--- src/rtl/sfm_pkg.sv ---
`timescale 1ns/1ps
package sfm_pkg;
  typedef enum logic [1:0] {
    LANE_X1 = 2'd0,
    LANE_X2 = 2'd1,
    LANE_X4 = 2'd2
  } lane_e;

  typedef struct packed {
    logic  load;
    logic  shiftOut;
    logic  capture;
    lane_e capLanes;
    logic  retData;
    logic  retErr;
  } dpStrobe_t;

  localparam int HDR_W  = 7;
  localparam int DCNT_W = 5;
  localparam int SH_W   = 32;
endpackage

--- src/rtl/sfm_cfg.sv ---
`timescale 1ns/1ps
module sfm_cfg
  import sfm_pkg::*;
(
  input  logic        clk,
  input  logic        rstN,
  input  logic        cfgWe,
  input  logic        cfgSel,
  input  logic [31:0] cfgWdata,
  output logic [7:0]  opcode,
  output logic [1:0]  addrBytes,
  output logic [1:0]  dummyBytes,
  output logic [4:0]  dummyBits,
  output lane_e       lanes,
  output logic        mmapOn
);
  logic [13:0] setupLo;
  logic [4:0]  dBitsR;
  logic        setupNz;
  logic        switchOn;

  always_ff @(posedge clk or negedge rstN) begin
    if (!rstN) begin
      setupLo  <= '0;
      dBitsR   <= '0;
      setupNz  <= 1'b0;
      switchOn <= 1'b0;
    end else if (cfgWe) begin
      if (cfgSel) begin
        switchOn <= cfgWdata[0];
      end else begin
        setupLo <= cfgWdata[13:0];
        dBitsR  <= cfgWdata[28:24];
        setupNz <= |cfgWdata;
      end
    end
  end

  assign opcode     = setupLo[7:0];
  assign addrBytes  = setupLo[9:8];
  assign dummyBytes = setupLo[11:10];
  assign dummyBits  = dBitsR;
  assign mmapOn     = switchOn & setupNz;

  always_comb begin
    case (setupLo[13:12])
      2'd1:    lanes = LANE_X2;
      2'd3:    lanes = LANE_X4;
      default: lanes = LANE_X1;
    endcase
  end
endmodule

--- src/rtl/sfm_ctrl.sv ---
`timescale 1ns/1ps
module sfm_ctrl
  import sfm_pkg::*;
#(
  parameter int NUM_CS = 4,
  parameter int CS_W   = 2
) (
  input  logic              clk,
  input  logic              rstN,
  input  logic              rdValid,
  input  logic [CS_W-1:0]   csIdx,
  input  logic              mmapOn,
  input  logic [1:0]        addrBytes,
  input  logic [1:0]        dummyBytes,
  input  logic [4:0]        dummyBits,
  input  lane_e             lanes,
  output logic              rdReady,
  output logic              rdErr,
  output logic [NUM_CS-1:0] csN,
  output logic              sclk,
  output logic [3:0]        ioOe,
  output dpStrobe_t         stb
);
  typedef enum logic [1:0] {ST_IDLE, ST_HDR, ST_DATA, ST_FIN} state_e;

  state_e             state;
  logic               ph;
  logic [HDR_W-1:0]   cnt;
  logic [HDR_W-1:0]   hdrLast;
  logic [DCNT_W-1:0]  dataLast;
  lane_e              lanesR;
  logic               oeR;
  logic [HDR_W-1:0]   hdrBits;
  logic [DCNT_W-1:0]  dataLastNew;
  logic               accept;

  assign hdrBits = HDR_W'(8) + HDR_W'({addrBytes, 3'b000})
                 + HDR_W'({dummyBytes, 3'b000}) + HDR_W'(dummyBits);

  always_comb begin
    case (lanes)
      LANE_X2: dataLastNew = DCNT_W'(15);
      LANE_X4: dataLastNew = DCNT_W'(7);
      default: dataLastNew = DCNT_W'(31);
    endcase
  end

  assign accept = (state == ST_IDLE) && rdValid && !rdReady;

  always_ff @(posedge clk or negedge rstN) begin
    if (!rstN) begin
      state    <= ST_IDLE;
      ph       <= 1'b0;
      cnt      <= '0;
      hdrLast  <= '0;
      dataLast <= '0;
      lanesR   <= LANE_X1;
      oeR      <= 1'b0;
      sclk     <= 1'b0;
      csN      <= '1;
      rdReady  <= 1'b0;
      rdErr    <= 1'b0;
    end else begin
      rdReady <= 1'b0;
      rdErr   <= 1'b0;
      case (state)
        ST_IDLE: begin
          if (accept) begin
            if (!mmapOn) begin
              rdReady <= 1'b1;
              rdErr   <= 1'b1;
            end else begin
              state    <= ST_HDR;
              csN      <= ~(NUM_CS'(1) << csIdx);
              cnt      <= '0;
              ph       <= 1'b0;
              hdrLast  <= hdrBits - HDR_W'(1);
              dataLast <= dataLastNew;
              lanesR   <= lanes;
              oeR      <= 1'b1;
            end
          end
        end
        ST_HDR: begin
          if (!ph) begin
            sclk <= 1'b1;
            ph   <= 1'b1;
          end else begin
            sclk <= 1'b0;
            ph   <= 1'b0;
            if (cnt == hdrLast) begin
              state <= ST_DATA;
              cnt   <= '0;
              oeR   <= 1'b0;
            end else begin
              cnt <= cnt + HDR_W'(1);
            end
          end
        end
        ST_DATA: begin
          if (!ph) begin
            sclk <= 1'b1;
            ph   <= 1'b1;
          end else begin
            sclk <= 1'b0;
            ph   <= 1'b0;
            if (cnt[DCNT_W-1:0] == dataLast) begin
              state <= ST_FIN;
            end
            cnt <= cnt + HDR_W'(1);
          end
        end
        default: begin
          state   <= ST_IDLE;
          csN     <= '1;
          rdReady <= 1'b1;
        end
      endcase
    end
  end

  assign ioOe = {3'b000, oeR};

  always_comb begin
    stb          = '0;
    stb.load     = accept && mmapOn;
    stb.retErr   = accept && !mmapOn;
    stb.shiftOut = (state == ST_HDR) && ph;
    stb.capture  = (state == ST_DATA) && !ph;
    stb.capLanes = lanesR;
    stb.retData  = (state == ST_FIN);
  end
endmodule

--- src/rtl/sfm_dp.sv ---
`timescale 1ns/1ps
module sfm_dp
  import sfm_pkg::*;
#(
  parameter int ADDR_W = 24
) (
  input  logic              clk,
  input  logic              rstN,
  input  dpStrobe_t         stb,
  input  logic [7:0]        opcode,
  input  logic [1:0]        addrBytes,
  input  logic [ADDR_W-1:0] rdAddr,
  input  logic [3:0]        ioIn,
  output logic [3:0]        ioOut,
  output logic [31:0]       rdData
);
  logic [SH_W-1:0] sh;
  logic [31:0]     capt;
  logic [23:0]     a24;
  logic [SH_W-1:0] hdrWord;

  assign a24 = 24'(rdAddr);

  always_comb begin
    case (addrBytes)
      2'd3:    hdrWord = {opcode, a24};
      2'd2:    hdrWord = {opcode, a24[15:0], 8'h00};
      2'd1:    hdrWord = {opcode, a24[7:0], 16'h0000};
      default: hdrWord = {opcode, 24'h000000};
    endcase
  end

  always_ff @(posedge clk or negedge rstN) begin
    if (!rstN) begin
      sh     <= '0;
      capt   <= '0;
      rdData <= '0;
    end else begin
      if (stb.load) begin
        sh <= hdrWord;
      end else if (stb.shiftOut) begin
        sh <= {sh[SH_W-2:0], 1'b0};
      end
      if (stb.capture) begin
        case (stb.capLanes)
          LANE_X2: capt <= {capt[29:0], ioIn[1:0]};
          LANE_X4: capt <= {capt[27:0], ioIn};
          default: capt <= {capt[30:0], ioIn[1]};
        endcase
      end
      if (stb.retData) begin
        rdData <= {capt[7:0], capt[15:8], capt[23:16], capt[31:24]};
      end else if (stb.retErr) begin
        rdData <= '0;
      end
    end
  end

  assign ioOut = {3'b000, sh[SH_W-1]};
endmodule

--- src/rtl/sflash_mmap_rd.sv ---
`timescale 1ns/1ps
module sflash_mmap_rd
  import sfm_pkg::*;
#(
  parameter int NUM_CS = 4,
  parameter int ADDR_W = 24,
  localparam int CS_W  = (NUM_CS > 1) ? $clog2(NUM_CS) : 1
) (
  input  logic              clk,
  input  logic              rstN,
  input  logic              cfgWe,
  input  logic              cfgSel,
  input  logic [31:0]       cfgWdata,
  input  logic              rdValid,
  input  logic [ADDR_W-1:0] rdAddr,
  input  logic [CS_W-1:0]   csIdx,
  output logic              rdReady,
  output logic [31:0]       rdData,
  output logic              rdErr,
  output logic [NUM_CS-1:0] csN,
  output logic              sclk,
  output logic [3:0]        ioOut,
  output logic [3:0]        ioOe,
  input  logic [3:0]        ioIn
);
  logic [7:0] opcode;
  logic [1:0] addrBytes;
  logic [1:0] dummyBytes;
  logic [4:0] dummyBits;
  lane_e      lanes;
  logic       mmapOn;
  dpStrobe_t  stb;

  sfm_cfg cfg_i (
    .clk(clk), .rstN(rstN), .cfgWe(cfgWe), .cfgSel(cfgSel),
    .cfgWdata(cfgWdata), .opcode(opcode), .addrBytes(addrBytes),
    .dummyBytes(dummyBytes), .dummyBits(dummyBits), .lanes(lanes),
    .mmapOn(mmapOn)
  );

  sfm_ctrl #(.NUM_CS(NUM_CS), .CS_W(CS_W)) ctrl_i (
    .clk(clk), .rstN(rstN), .rdValid(rdValid), .csIdx(csIdx),
    .mmapOn(mmapOn), .addrBytes(addrBytes), .dummyBytes(dummyBytes),
    .dummyBits(dummyBits), .lanes(lanes), .rdReady(rdReady),
    .rdErr(rdErr), .csN(csN), .sclk(sclk), .ioOe(ioOe), .stb(stb)
  );

  sfm_dp #(.ADDR_W(ADDR_W)) dp_i (
    .clk(clk), .rstN(rstN), .stb(stb), .opcode(opcode),
    .addrBytes(addrBytes), .rdAddr(rdAddr), .ioIn(ioIn),
    .ioOut(ioOut), .rdData(rdData)
  );
endmodule

--- config.mk ---
export PLATFORM = sky130hd
export DESIGN_NAME = sflash_mmap_rd
export DESIGN_NICKNAME = d
export VERILOG_FILES = /design/src/rtl/sfm_pkg.sv /design/src/rtl/sfm_cfg.sv /design/src/rtl/sfm_ctrl.sv /design/src/rtl/sfm_dp.sv /design/src/rtl/sflash_mmap_rd.sv
export SDC_FILE = /design/constraint.sdc
export NUM_CORES = 1
export LEC_CHECK = 0
export BUFFER_PORTS_ARGS = -buffer_cell sky130_fd_sc_hd__buf_2
export CORE_AREA = 2 2 125 127
export CTS_CLUSTER_DIAMETER = 60
export DETAILED_ROUTE_END_ITERATION = 8
export DIE_AREA = 0 0 127 129
export GPL_ROUTABILITY_DRIVEN = 1
export PLACE_DENSITY_LB_ADDON = 0.3
export SKIP_LAST_GASP = 1
export SYNTH_ARGS = -nofsm -noshare
export SYNTH_HDL_FRONTEND = slang
export SYNTH_SLANG_ARGS = --single-unit
--- constraint.sdc ---
create_clock -name clk -period 5.06 [get_ports clk]
set_input_delay 1.012 -clock clk [delete_from_list [all_inputs] [get_ports clk]]
set_output_delay 1.012 -clock clk [all_outputs]
set_load 0.03 [all_outputs]
==> flow_summary.toml, run 1 <==
[global_routing]
antenna_found_initial = 0
grt_pass1_wl_um = 26220
grt.overflow.total = 0
grt.total_usage_pct = 19.87
grt_pass1_vias = 5455
grt_max_degree = 119

[synth]
synth_compound_area_share_pct = 17.89
yosys.cell_count.top_type = "dfrtp_1"
synth.area.top_cells = "dfrtp_1 (49%), o21ai_0 (7.9%), nand2_1 (6.7%), mux2i_1 (4.4%), a22oi_1 (4.1%)"
synthFlopType = "dfrtp_1"
async_flop_share_pct = 100.0
synth-simple-area-share_pct = 14.32
avgSynthCellArea_um2 = 9.479
muxShareOfSynthArea_pct = 6.821
netlist_area_um2 = 7337
yosysTopAreaCell = "dfrtp_1"
synth_top_family_by_area = "compound AO/OA/AOI/OAI gates"
synthCells = 774
synthAdderAreaFrac_pct = 4.400
yosysSeqAreaShare_pct = 50.20
synth_edf_count = 0
synth_top_area_share_pct = 48.77
ys_seq_elements = 147
synthTopCellsByCount = "dfrtp_1 (143), nand2_1 (130), o21ai_0 (116)"
synth_xor_area_share_pct = 1.432
ys_types = 45
synth_warnings = 0

[worst_setup_path]
r2r_cells = 6
critPathBufInv = 1
end_kind = "register"
cp_top_family = "simple AND/OR/NAND/NOR gates"
slowest_stage = "nand3_1"
path_depth = 6
cp.required_ns = 5.40
startpoint_type = "register"
path_cells = "inv_1 -> ha_1 -> nor3b_2 -> nand3_1 -> or3_1 -> o21ai_0"
critPathKind = "register to register"
worstPathArrival_ns = 3.06
crit_fanout = 32
critPathMaxStageDelay_ns = 0.73

[power_and_ir_drop]
power_density_nw_per_um2 = 318.4
p_total_mw = 2.708
leakage_nw = 3.911
irDropWorstVdd_v = 0.0002547

[placement]
post-dp-hpwl_um = 10150
port-buffer-count = 107
post-place-ws_ns = 2.112
gp_congestion = 0.7553

[floorplan]
start_util_pct = 48.99
die_h_um = 129
placementRows = 45
fp.dieArea_um2 = 16380
die_w_um = 127
core_area_um2 = 14980
ios = 114

[timing]
max_freq_ghz = 0.3683
rsz0062_at_grt = "no"
slew_headroom_pct = 21.48
fin_crit_sh_pct = 53.66
min_period_ns = 2.715
setup_viol = 0
hold_viol = 0
tns_ns = 0
fin_skew_ns = 0.009839
slew_viol_final = 0
setup_ws_ns = 2.345
worst_pin_slew_ns = 1.175

[detailed_routing]
num_vias = 5767
routed_wl_um = 15370
drt_iter0_markers = 489
ant_nets = 0
vias_per_cell = 5.498
wire_per_inst_um = 14.65
firstDrtPassIters = 5
drc = 0

[outcome]
status = "finished clean"

[cts]
numClockSinks = 147
hold_buffers = 0
root_buffer = "clkbuf_16"
post_cts_buffers = 0
htreeDepth = 4
postCtsResizedCells = 0
clkTransAtPathRegs_ns = 0.06
cts_buffers = 17
clkLatencyLatePin_ns = 0.42
cts_tree = "built"
clock_path_buffers = 2

[min_path]
min_path_type = "register to register"
min_path_cells = 2

[finish]
nets = 941
drive_gt1_share_pct = 19.98
diodes = 0
syn2layout_area_growth_pct = 15.93

[run]
cap_viol_max_count = 0
path summary, 6_finish.rpt:
check,startpoint,endpoint,slack (ns)
min,cfg_i.setupLo[2],dp_i.sh[26],0.48
min in group asynchronous,rstN,ctrl_i.state[0],0.75
min reg2reg,cfg_i.setupLo[2],dp_i.sh[26],0.48
max in group asynchronous,rstN,dp_i.rdData[27],3.28
max,ctrl_i.state[0],dp_i.sh[16],2.34
max reg2reg,ctrl_i.state[0],dp_i.sh[16],2.34
sequential cells by signal, indices dropped and copies added (netlist names):
name	flops
cfg_i.dummyBits	5
cfg_i.setupLo	14
cfg_i.setupNz	1
cfg_i.switchOn	1
ctrl_i.cnt	7
ctrl_i.csN	4
ctrl_i.dataLast	3
ctrl_i.hdrLast	7
ctrl_i.lanesR	2
ctrl_i.oeR	1
ctrl_i.ph	1
ctrl_i.rdErr	1
ctrl_i.rdReady	1
ctrl_i.sclk	1
ctrl_i.state	2
dp_i.capt	32
dp_i.rdData	32
dp_i.sh	32
through the flow:
step	hold slack (ns)	instances	cell area, µm²	util, %
after global routing	0.5053	1049	8506	56.79
after detailed placement	0.4668	1019	7915	52.85
after global placement	0.4581	1019	7915	52.85
after floorplan	0.4460	779	7356	-
after CTS	0.4820	1049	8506	56.79
final	0.4769	1049	8506	56.79
kinds of logic after synthesis:
logic type	count (synthesis)
flip-flops	147
AO/OA/AOI/OAI	220
buffers and inverters	85
multiplexers	48
other	1
XOR/XNOR	12
adder cells (fa/ha/maj)	24
AND/OR/NAND/NOR	237
tightest hold or removal path, stage by stage, from the launching register on:
cell and delay (ns):
dfrtp_1 0.34, nand2_1 0.05, o21ai_0 0.06
power breakdown:
group / leakage [nW] / total [mW] / internal [mW] / switching [mW]
combinational: 1.88 / 0.231 / 0.0994 / 0.132
sequential: 1.74 / 1.21 / 1.20 / 0.0159
clock: 0.288 / 1.26 / 0.792 / 0.470
total: 3.91 / 2.71 / 2.09 / 0.618
layout make-up:
class | instances | area (µm²)
Fill cell | 1328 | 6471
Sequential cell | 147 | 3684
Multi-Input combinational cell | 547 | 3327
Timing Repair Buffer | 111 | 571.8
Clock buffer | 20 | 456.7
Tap cell | 188 | 235.2
Clock inverter | 10 | 133.9
Inverter | 26 | 97.59
cell usage in the layout (no fill, tap or decap), types with 3 or more instances in the layout:
cell type,netlist,final
dfstp_2,4,4
clkbuf_16,0,17
fa_1,3,3
inv_1,26,26
nand3_1,14,14
nor4_1,9,9
nor2b_1,6,4
mux2i_1,32,32
a222oi_1,8,8
buf_2,7,106
nand2_1,130,130
buf_4,8,4
nor2_1,46,46
clkinv_2,0,4
a22oi_1,40,40
conb_1,1,6
ha_1,21,19
a21oi_1,35,35
nand2b_1,4,3
xor2_1,4,4
xnor2_1,8,8
dfrtp_1,143,143
o21ai_0,116,116
mux2_2,16,16
o21ai_1,4,4
nand4_1,3,3
a22o_1,5,5
or3_1,16,16
bufinv_16,0,3
routing by layer:
| layer | up-vias | global-route usage [%] | part of all wire (%) |
|---|---|---|---|
| met5 | - | 0 | 0 |
| met4 | 0 | 5.430 | 1.1 |
| met3 | 16 | 5.031 | 4.6 |
| met2 | 144 | 31.50 | 46 |
| met1 | 2750 | 27.46 | 48 |
| li1 | 2857 | - | - |
No activity file was read; power rests on OpenSTA's default activity.
==> inputs of run 2 (changes only) <==
clock period = 2.8 ns   (was 5.06 ns; I/O delays follow)
==> flow_summary.toml, run 2 (synthesized netlist as in run 1, its figures left out) <==
[outcome]
status = "finished clean"

[timing]
min_period_ns = 2.648
fin_skew_ns = 0.007548
fin_crit_sh_pct = 94.58
hold_viol = 0
setup_ws_ns = 0.1519
max_freq_ghz = 0.3776
slew_headroom_pct = 32.97
setup_viol = 0
tns_ns = 0
slew_viol_final = 0
worst_pin_slew_ns = 1.006
holdWs_ns = 0.09065

[global_routing]
grt.total_usage_pct = 20.23
top_usage_layer = "met2"
met2_usage_pct = 32.07
antenna_found_initial = 0
use_met3_pct = 5.156
use_met1_pct = 27.94
grt_pass1_wl_um = 26410
grt_max_degree = 65
grt_pass1_vias = 5391
grt.overflow.total = 0

[worst_setup_path]
worstPathArrival_ns = 2.94
cp.required_ns = 3.10
end_kind = "register"
critPathKind = "register to register"
startpoint_type = "register"
crit_fanout = 4

[detailed_routing]
drt_iter0_markers = 422
firstDrtPassIters = 5
drc = 0
routed_wl_um = 15740
vias_per_cell = 5.406
ant_nets = 0
num_vias = 5747
wire_per_inst_um = 14.81

[floorplan]
ios = 114
die_w_um = 127
placementRows = 45
core_area_um2 = 14980
fp.dieArea_um2 = 16380
start_util_pct = 48.99
die_h_um = 129

[cts]
cts_tree = "built"
htreeDepth = 4
clock_path_buffers = 2
hold_buffers = 0
root_buffer = "clkbuf_16"
numClockSinks = 147
clkTransAtPathRegs_ns = 0.06
cts_buffers = 17
clkLatencyLatePin_ns = 0.42

[finish]
mostFrequentLayoutCell = "dfrtp_1"
reg_top3 = "dp_i.capt (32), dp_i.rdData (32), dp_i.sh (32)"
design_area_um2 = 8608
syn2layout_area_growth_pct = 17.33
diodes = 0
layout_common_cells = "dfrtp_1 (143), nand2_1 (130), o21ai_0 (116)"
drive_gt1_share_pct = 21.14
nets = 953

[placement]
post-dp-hpwl_um = 10580
gp_congestion = 0.8144
port-buffer-count = 107
post_dp_cell_area_um2 = 8023
post-place-ws_ns = 0.1386

[min_path]
min_path_type = "primary input to asynchronous set/reset pin"

[power_and_ir_drop]
leakage_nw = 3.965
irDropWorstVdd_v = 0.0003818
p_total_mw = 4.851
power_density_nw_per_um2 = 563.5

[run]
cap_viol_max_count = 0
[run 2: worst max-delay path: stages, from the launching register on]
cell and delay, ns:
dfrtp_1 0.39, inv_1 0.09, ha_1 0.30, inv_1 0.05, ha_1 0.27, inv_1 0.05
fa_1 0.47, ha_1 0.34, a21o_1 0.19, a21oi_1 0.16, xor2_1 0.15, o21ai_0 0.08
[run 2: stage by stage]
stage / utilization, % / instances
final: 57.48 / 1063
after global routing: 57.48 / 1063
after CTS: 57.43 / 1062
after detailed placement: 53.57 / 1030
after global placement: 53.57 / 1030
after floorplan: - / 779
[run 2: final timing paths]
| kind | from | end | slack [ns] | cells after the start |
|---|---|---|---|---|
| min in group clk | csIdx[1] | ctrl_i.csN[2] | 0.32 | 2 |
| setup / recovery | cfg_i.setupLo[8] | ctrl_i.hdrLast[6] | 0.15 | 11 |
| max in group asynchronous | rstN | dp_i.rdData[2] | 1.98 | 2 |
| hold reg to reg | cfg_i.setupLo[2] | dp_i.sh[26] | 0.48 | 2 |
| hold / removal | rstN | ctrl_i.sclk | 0.09 | 1 |
| setup reg to reg | cfg_i.setupLo[8] | ctrl_i.hdrLast[6] | 0.15 | 11 |
[run 2: layout make-up]
type | instances | area, µm²
Clock buffer | 20 | 446.7
Clock inverter | 12 | 131.4
Fill cell | 1342 | 6369
Inverter | 26 | 97.59
Multi-Input combinational cell | 547 | 3327
Sequential cell | 147 | 3684
Tap cell | 188 | 235.2
Timing Repair Buffer | 123 | 686.9
[run 2: layer usage]
layer,wire (µm),up-vias
li1,-,2867
met1,7401,2739
met2,7423,130
met3,785,11
met4,128,0
met5,0,-
[run 2: what timing repair did]
item,in CTS,in global routing
buffers inserted,0,1
setup endpoints to repair,0,1
resized for setup,0,0
[run 2: report_power, final]
| part | total [mW] | switching (mW) | internal (mW) |
|---|---|---|---|
| Combinational | 0.434 | 0.246 | 0.188 |
| Clock | 2.22 | 0.889 | 1.34 |
| Sequential | 2.19 | 0.0261 | 2.17 |
| Total | 4.85 | 1.16 | 3.69 |
